<file path="config.mk">
export PLATFORM = sky130hd
export DESIGN_NAME = ptp_trim_clock
export DESIGN_NICKNAME = d
export VERILOG_FILES = /design/src/rtl/ptp_tc_pkg.sv /design/src/rtl/ptp_cmd_ctrl.sv /design/src/rtl/ptp_rate_acc.sv /design/src/rtl/ptp_time_core.sv /design/src/rtl/ptp_read_latch.sv /design/src/rtl/ptp_trim_clock.sv
export SDC_FILE = /design/constraint.sdc
export NUM_CORES = 1
export LEC_CHECK = 0
export BUFFER_PORTS_ARGS = -buffer_cell sky130_fd_sc_hd__clkbuf_2
export CORE_MARGIN = 2
export CORE_UTILIZATION = 60
export DETAILED_ROUTE_END_ITERATION = 12
export GPL_ROUTABILITY_DRIVEN = 0
export GPL_TIMING_DRIVEN = 1
export MAX_ROUTING_LAYER = met4
export PLACE_DENSITY = 0.84
export SYNTH_ARGS = -nofsm -noshare
export SYNTH_HDL_FRONTEND = slang
export SYNTH_SLANG_ARGS = --single-unit
</file>
<file path="constraint.sdc">
create_clock -name clk -period 19 [get_ports clk]
set_clock_uncertainty 0.1 [all_clocks]
set_input_delay 1.9 -clock clk [delete_from_list [all_inputs] [get_ports clk]]
set_output_delay 1.9 -clock clk [all_outputs]
set_load 0.03 [all_outputs]
</file>
<file path="src/rtl/ptp_tc_pkg.sv">
package ptp_tc_pkg;

    localparam int CMD_W         = 32;
    localparam int CMD_VALID_BIT = 31;
    localparam int CMD_CLR_BIT   = 2;
    localparam int CMD_CORR_BIT  = 1;
    localparam int CMD_ADD_BIT   = 0;

    // What the counter does on the next edge
    typedef enum logic [1:0] {
        UPD_RUN   = 2'd0,
        UPD_LOAD  = 2'd1,
        UPD_STEP  = 2'd2,
        UPD_CLEAR = 2'd3
    } upd_kind_e;

    typedef struct packed {
        logic valid;
        logic add_mode;
        logic corr_en;
        logic clr;
    } cmd_t;

    function automatic cmd_t decode_cmd(input logic [CMD_W-1:0] w);
        cmd_t c;
        c.valid    = w[CMD_VALID_BIT];
        c.add_mode = w[CMD_ADD_BIT];
        c.corr_en  = w[CMD_CORR_BIT];
        c.clr      = w[CMD_CLR_BIT];
        return c;
    endfunction

    // Clear beats any value write; value writes follow the held mode
    function automatic upd_kind_e pick_update(input logic clr,
                                              input logic val_wr,
                                              input logic add_mode);
        if (clr)
            return UPD_CLEAR;
        else if (val_wr)
            return add_mode ? UPD_STEP : UPD_LOAD;
        else
            return UPD_RUN;
    endfunction

endpackage

</file>
<file path="src/rtl/ptp_cmd_ctrl.sv">
module ptp_cmd_ctrl
    import ptp_tc_pkg::*;
#(
    parameter int CNT_W = 64
) (
    input  logic             clk,
    input  logic             rst,
    input  logic             cmd_wr,
    input  logic [CMD_W-1:0] cmd_wdata,
    input  logic             val_wr,
    input  logic [CNT_W-1:0] val_wdata,
    output logic             corr_en,
    output upd_kind_e        upd_kind,
    output logic [CNT_W-1:0] upd_data
);

    cmd_t      cmd_dec;
    logic      cmd_take;
    logic      mode_add_q;
    logic      corr_q;
    upd_kind_e kind_q;
    logic [CNT_W-1:0] data_q;

    assign cmd_dec  = decode_cmd(cmd_wdata);
    assign cmd_take = cmd_wr & cmd_dec.valid;

    always_ff @(posedge clk) begin
        if (rst) begin
            mode_add_q <= 1'b0;
            corr_q     <= 1'b1;
            kind_q     <= UPD_RUN;
            data_q     <= '0;
        end else begin
            if (cmd_take) begin
                mode_add_q <= cmd_dec.add_mode;
                corr_q     <= cmd_dec.corr_en;
            end
            kind_q <= pick_update(cmd_take & cmd_dec.clr, val_wr, mode_add_q);
            if (val_wr)
                data_q <= val_wdata;
        end
    end

    assign corr_en  = corr_q;
    assign upd_kind = kind_q;
    assign upd_data = data_q;

endmodule

</file>
<file path="src/rtl/ptp_rate_acc.sv">
module ptp_rate_acc #(
    parameter int RATE_W = 32
) (
    input  logic              clk,
    input  logic              rst,
    input  logic              rate_wr,
    input  logic [RATE_W-1:0] rate_wdata,
    input  logic              clr_frac,
    output logic [1:0]        ticks
);

    localparam int FRAC_W = RATE_W - 1;
    localparam logic [RATE_W-1:0] RATE_ONE = {1'b1, {FRAC_W{1'b0}}};

    logic [RATE_W-1:0] rate_q;
    logic [FRAC_W-1:0] frac_q;
    logic [RATE_W:0]   sum;

    assign sum   = {2'b00, frac_q} + {1'b0, rate_q};
    assign ticks = sum[RATE_W:FRAC_W];

    always_ff @(posedge clk) begin
        if (rst) begin
            rate_q <= RATE_ONE;
            frac_q <= '0;
        end else begin
            if (rate_wr)
                rate_q <= rate_wdata;
            frac_q <= clr_frac ? '0 : sum[FRAC_W-1:0];
        end
    end

endmodule

</file>
<file path="src/rtl/ptp_time_core.sv">
module ptp_time_core
    import ptp_tc_pkg::*;
#(
    parameter int CNT_W = 64
) (
    input  logic             clk,
    input  logic             rst,
    input  upd_kind_e        upd_kind,
    input  logic [CNT_W-1:0] upd_data,
    input  logic [1:0]       ticks,
    output logic [CNT_W-1:0] time_q
);

    logic [CNT_W-1:0] advanced;
    logic [CNT_W-1:0] time_n;

    assign advanced = time_q + CNT_W'(ticks);

    always_comb begin
        unique case (upd_kind)
            UPD_CLEAR: time_n = '0;
            UPD_LOAD:  time_n = upd_data;
            UPD_STEP:  time_n = advanced + upd_data;
            default:   time_n = advanced;
        endcase
    end

    always_ff @(posedge clk) begin
        if (rst)
            time_q <= '0;
        else
            time_q <= time_n;
    end

endmodule

</file>
<file path="src/rtl/ptp_read_latch.sv">
module ptp_read_latch #(
    parameter int CNT_W = 64
) (
    input  logic             clk,
    input  logic             rst,
    input  logic             rd_req,
    input  logic [CNT_W-1:0] time_in,
    output logic [CNT_W-1:0] rd_data
);

    always_ff @(posedge clk) begin
        if (rst)
            rd_data <= '0;
        else if (rd_req)
            rd_data <= time_in;
    end

endmodule

</file>
<file path="src/rtl/ptp_trim_clock.sv">
module ptp_trim_clock
    import ptp_tc_pkg::*;
#(
    parameter int CNT_W  = 64,
    parameter int RATE_W = 32
) (
    input  logic              clk,
    input  logic              rst,
    input  logic              rate_wr,
    input  logic [RATE_W-1:0] rate_wdata,
    input  logic              cmd_wr,
    input  logic [CMD_W-1:0]  cmd_wdata,
    input  logic              val_wr,
    input  logic [CNT_W-1:0]  val_wdata,
    input  logic              rd_req,
    output logic [CNT_W-1:0]  rd_data,
    output logic [CNT_W-1:0]  time_o,
    output logic              corr_en_o
);

    upd_kind_e        upd_kind;
    logic [CNT_W-1:0] upd_data;
    logic [1:0]       ticks;
    logic             clr_frac;
    logic [CNT_W-1:0] time_q;

    assign clr_frac = (upd_kind == UPD_CLEAR) || (upd_kind == UPD_LOAD);

    ptp_cmd_ctrl #(.CNT_W(CNT_W)) u_ctrl (
        .clk       (clk),
        .rst       (rst),
        .cmd_wr    (cmd_wr),
        .cmd_wdata (cmd_wdata),
        .val_wr    (val_wr),
        .val_wdata (val_wdata),
        .corr_en   (corr_en_o),
        .upd_kind  (upd_kind),
        .upd_data  (upd_data)
    );

    ptp_rate_acc #(.RATE_W(RATE_W)) u_rate (
        .clk        (clk),
        .rst        (rst),
        .rate_wr    (rate_wr),
        .rate_wdata (rate_wdata),
        .clr_frac   (clr_frac),
        .ticks      (ticks)
    );

    ptp_time_core #(.CNT_W(CNT_W)) u_core (
        .clk      (clk),
        .rst      (rst),
        .upd_kind (upd_kind),
        .upd_data (upd_data),
        .ticks    (ticks),
        .time_q   (time_q)
    );

    ptp_read_latch #(.CNT_W(CNT_W)) u_rd (
        .clk     (clk),
        .rst     (rst),
        .rd_req  (rd_req),
        .time_in (time_q),
        .rd_data (rd_data)
    );

    assign time_o = time_q;

endmodule

</file>
==> flow_summary_export.csv <==
group,metric,value,unit
status,outcome,"completed",
critical_path,max_stage_delay,700,ps
floorplanning,dieHeight,166,µm
timing,setup_viol,0,
clocking,insertion_delay,570,ps
clocking,post_cts_buffers,0,
logic_synthesis,synth_nets,2073,
timing,final_hold_viol_count,0,
logic_synthesis,synthMuxAreaShare,0.139,
critical_path,worstPathArrival,9270,ps
timing,max-slew-margin-rel,0.235,
pwr,cellPowerDensity,77.4,nW/µm²
logic_synthesis,syn_avg_cell_area,8.54,µm²
timing,whs,394,ps
placed_design,io_buffers,234,
routing,num_vias,14400,
cells_and_area,synthToLayoutAreaGrowth,14.3,%
logic_synthesis,synthArstFlopShare,0,
clocking,cts.repair.resized,0,
critical_path,crit_fanout,8,
timing,rsz0062_at_grt,"no",
timing,finalCritPeriodShare,0.470,
logic_synthesis,synthAdderAreaFrac,0.0844,
logic_synthesis,yosys.area_share.simple,0.177,
routing,route.detailed.drc,0,
critical_path,regToRegEndpoint,"u_core.time_q[63]",
grt,antenna_found_initial,1,
timing,final_max_slew_viol_count,0,
clocking,numCtsBuffers,28,
floorplanning,core_area,25800,µm²
clocking,clock_sinks,259,
critical_path,cp_common_cell,"a21oi_1",
timing,min_period,8920,ps
grt,grt_start_max_net_pins,116,
critical_path,endpoint,"u_core.time_q[63]",
clocking,clockBufferDepth,3,
logic_synthesis,synth_ff_type,"dfxtp_1",
logic_synthesis,synth-edff-count,0,
critical_path,worst-r2r-cell-count,33,
timing,worst_slew_pin_slew,1150,ps
routing,drt_iter0_markers,1106,
job,max-cap-violations,0,
timing,max_freq,112,MHz
placed_design,hpwl,30200,µm
floorplanning,initial_utilization,0.607,
min_path,hp-class,"register to register",
clocking,postCtsHoldBufs,0,
grt,grt.overflow.total,0,
timing,finalSetupTns,0,ps
logic_synthesis,synth_xor_xnor_area_share,0.0793,
logic_synthesis,synth_compound_gate_area_share,0.157,
logic_synthesis,synth_area,15700,µm²
placed_design,placed_cell_area,17000,µm²
critical_path,r2r-start,"u_rate.rate_q[0]",
logic_synthesis,ys_types,75,
grt,track_usage,0.309,
critical_path,cp-end-kind,"register",
clocking,cts_tree,"yes",
logic_synthesis,yosys_warnings,0,
clocking,clk_pin_slew,60,ps
critical_path,reg2reg_slack,10080,ps
grt,grt_pass1_wl,70000,µm
routing,detail_route.first_pass.iterations,5,
cells_and_area,drive_above_1_share,0.151,
routing,via_per_inst,6.09,
floorplanning,die_w,166,µm
routing,antenna_left,0,
clocking,cts-root-buf,"clkbuf_16",
critical_path,path_class,"register to register",
floorplanning,io-pin-count,263,
critical_path,cp-start-kind,"register",
logic_synthesis,synth_top_family_by_area,"simple AND/OR/NAND/NOR gates",
pwr,leakagePower,8.65,nW
cells_and_area,design_area,17900,µm²
pwr,vdd_drop_max,0.0697,mV
logic_synthesis,syn_inst,1835,
clocking,htree_levels,1,
grt,grt_pass1_vias,14200,
floorplanning,die-area,27400,µm²
logic_synthesis,ys_ff_latch,259,
critical_path,cpMaxStageDelayCell,"nor2_1",
critical_path,required,19340,ps
routing,finalWirelength,43000,µm
logic_synthesis,ys_seq_area_frac,0.331,
floorplanning,fp-row-count,59,
cells_and_area,nNetsFinal,2247,
critical_path,startpoint,"u_rate.rate_q[0]",
routing,drt-wirelength-per-cell,18.2,µm
[synth_stat cells, types with 18 or more instances]
master | number | area share
dfxtp_1 | 259 | 0.33
mux2i_1 | 217 | 0.14
nor3_1 | 20 | 0.0064
o21ai_0 | 44 | 0.014
nand4_1 | 28 | 0.011
inv_1 | 35 | 0.0084
a21o_1 | 45 | 0.022
buf_1 | 18 | 0.0043
clkbuf_1 | 73 | 0.017
a31oi_1 | 19 | 0.0076
ha_1 | 101 | 0.081
nor2_1 | 314 | 0.075
and3_1 | 20 | 0.0080
a21oi_1 | 139 | 0.044
xor2_1 | 60 | 0.034
nand2_1 | 86 | 0.021
xnor2_1 | 82 | 0.046
nand2b_1 | 22 | 0.0088
nand3_1 | 38 | 0.012
o22ai_1 | 23 | 0.0092
[area by class of cell]
cell class | count | area, µm²
Sequential cell | 259 | 5190
Tap cell | 335 | 419
Clock inverter | 12 | 194
Fill cell | 2051 | 7920
Inverter | 35 | 131
Timing Repair Buffer | 238 | 1210
Antenna cell | 1 | 2.50
Multi-Input combinational cell | 1447 | 10000
Clock buffer | 36 | 771
[metal layers]
| metal | part of all wire | track usage |
|---|---|---|
| met5 | 0 | - |
| met4 | 0.031 | 0.101 |
| met3 | 0.072 | 0.0509 |
| met2 | 0.48 | 0.518 |
| met1 | 0.42 | 0.380 |
[layout by cell type (no fill, tap or decap), drive strengths merged, types with 15 or more instances in the layout]
cell type,netlist,final
inv,35,35
mux2i,217,217
ha,101,101
o21ai,48,48
a21oi,139,139
a31oi,19,19
nor3,22,22
o22ai,23,23
xor2,60,60
o21bai,15,15
xnor2,82,82
nor2,315,315
a21o,45,45
nand2,86,86
nand4,29,29
dfxtp,259,259
clkbuf,73,267
nand2b,22,22
and3,21,21
nor2b,16,16
nand3,39,39
[worst min path at each step]
stage                 startpoint                 to  depth (start not counted)
5_1_grt         u_rd.rd_data[15]   u_rd.rd_data[15]                          2
3_5_place_dp      u_ctrl.corr_en     u_ctrl.corr_en                          1
6_report         u_rd.rd_data[6]    u_rd.rd_data[6]                          2
4_1_cts          u_rd.rd_data[6]    u_rd.rd_data[6]                          2
3_3_place_gp      u_ctrl.corr_en     u_ctrl.corr_en                          1
2_1_floorplan  u_ctrl.mode_add_q  u_ctrl.mode_add_q                          2
[flip-flops by register name, summed over array words and instances, names as in the netlist]
register           cells
u_core.time_q         64
u_ctrl.corr_en         1
u_ctrl.mode_add_q      1
u_ctrl.upd_data       64
u_ctrl.upd_kind        2
u_rate.frac_q         31
u_rate.rate_q         32
u_rd.rd_data          64
[cells by family after synthesis]
kind of cell | Yosys count
compound gates | 384
flops | 259
fa+ha+maj | 104
buf+inv | 129
mux | 218
simple gates | 599
xor+xnor | 142
[stage by stage]
step	setup WS [ps]	std cells	util	total power [mW]
5_1_grt	9590	2363	0.694	1.44
4_1_cts	10260	2362	0.693	1.39
3_5_place_dp	10340	2314	0.656	0.825
2_1_floorplan	11900	1835	-	0.766
6_report	10080	2363	0.694	1.39
3_3_place_gp	10470	2314	0.656	0.816
[critical path, delay by kind of cell, from the launching register on]
kind | cells | cell delay [ps]
xor gates and xnor gates | 1 | 240
AOI/OAI and AO/OA | 20 | 4150
adders and majority gates | 4 | 1350
buffers and inverters | 1 | 50
DFF | 1 | 340
and+or+nand+nor | 7 | 2580
[power breakdown]
| group | total, mW | switching, mW | internal, mW | leakage [nW] |
|---|---|---|---|---|
| clock | 0.568 | 0.227 | 0.340 | 0.467 |
| sequential | 0.600 | 0.0299 | 0.570 | 2.12 |
| combinational | 0.219 | 0.131 | 0.0880 | 6.07 |
| total | 1.39 | 0.388 | 0.999 | 8.65 |
(Power assumes the default switching activity.)
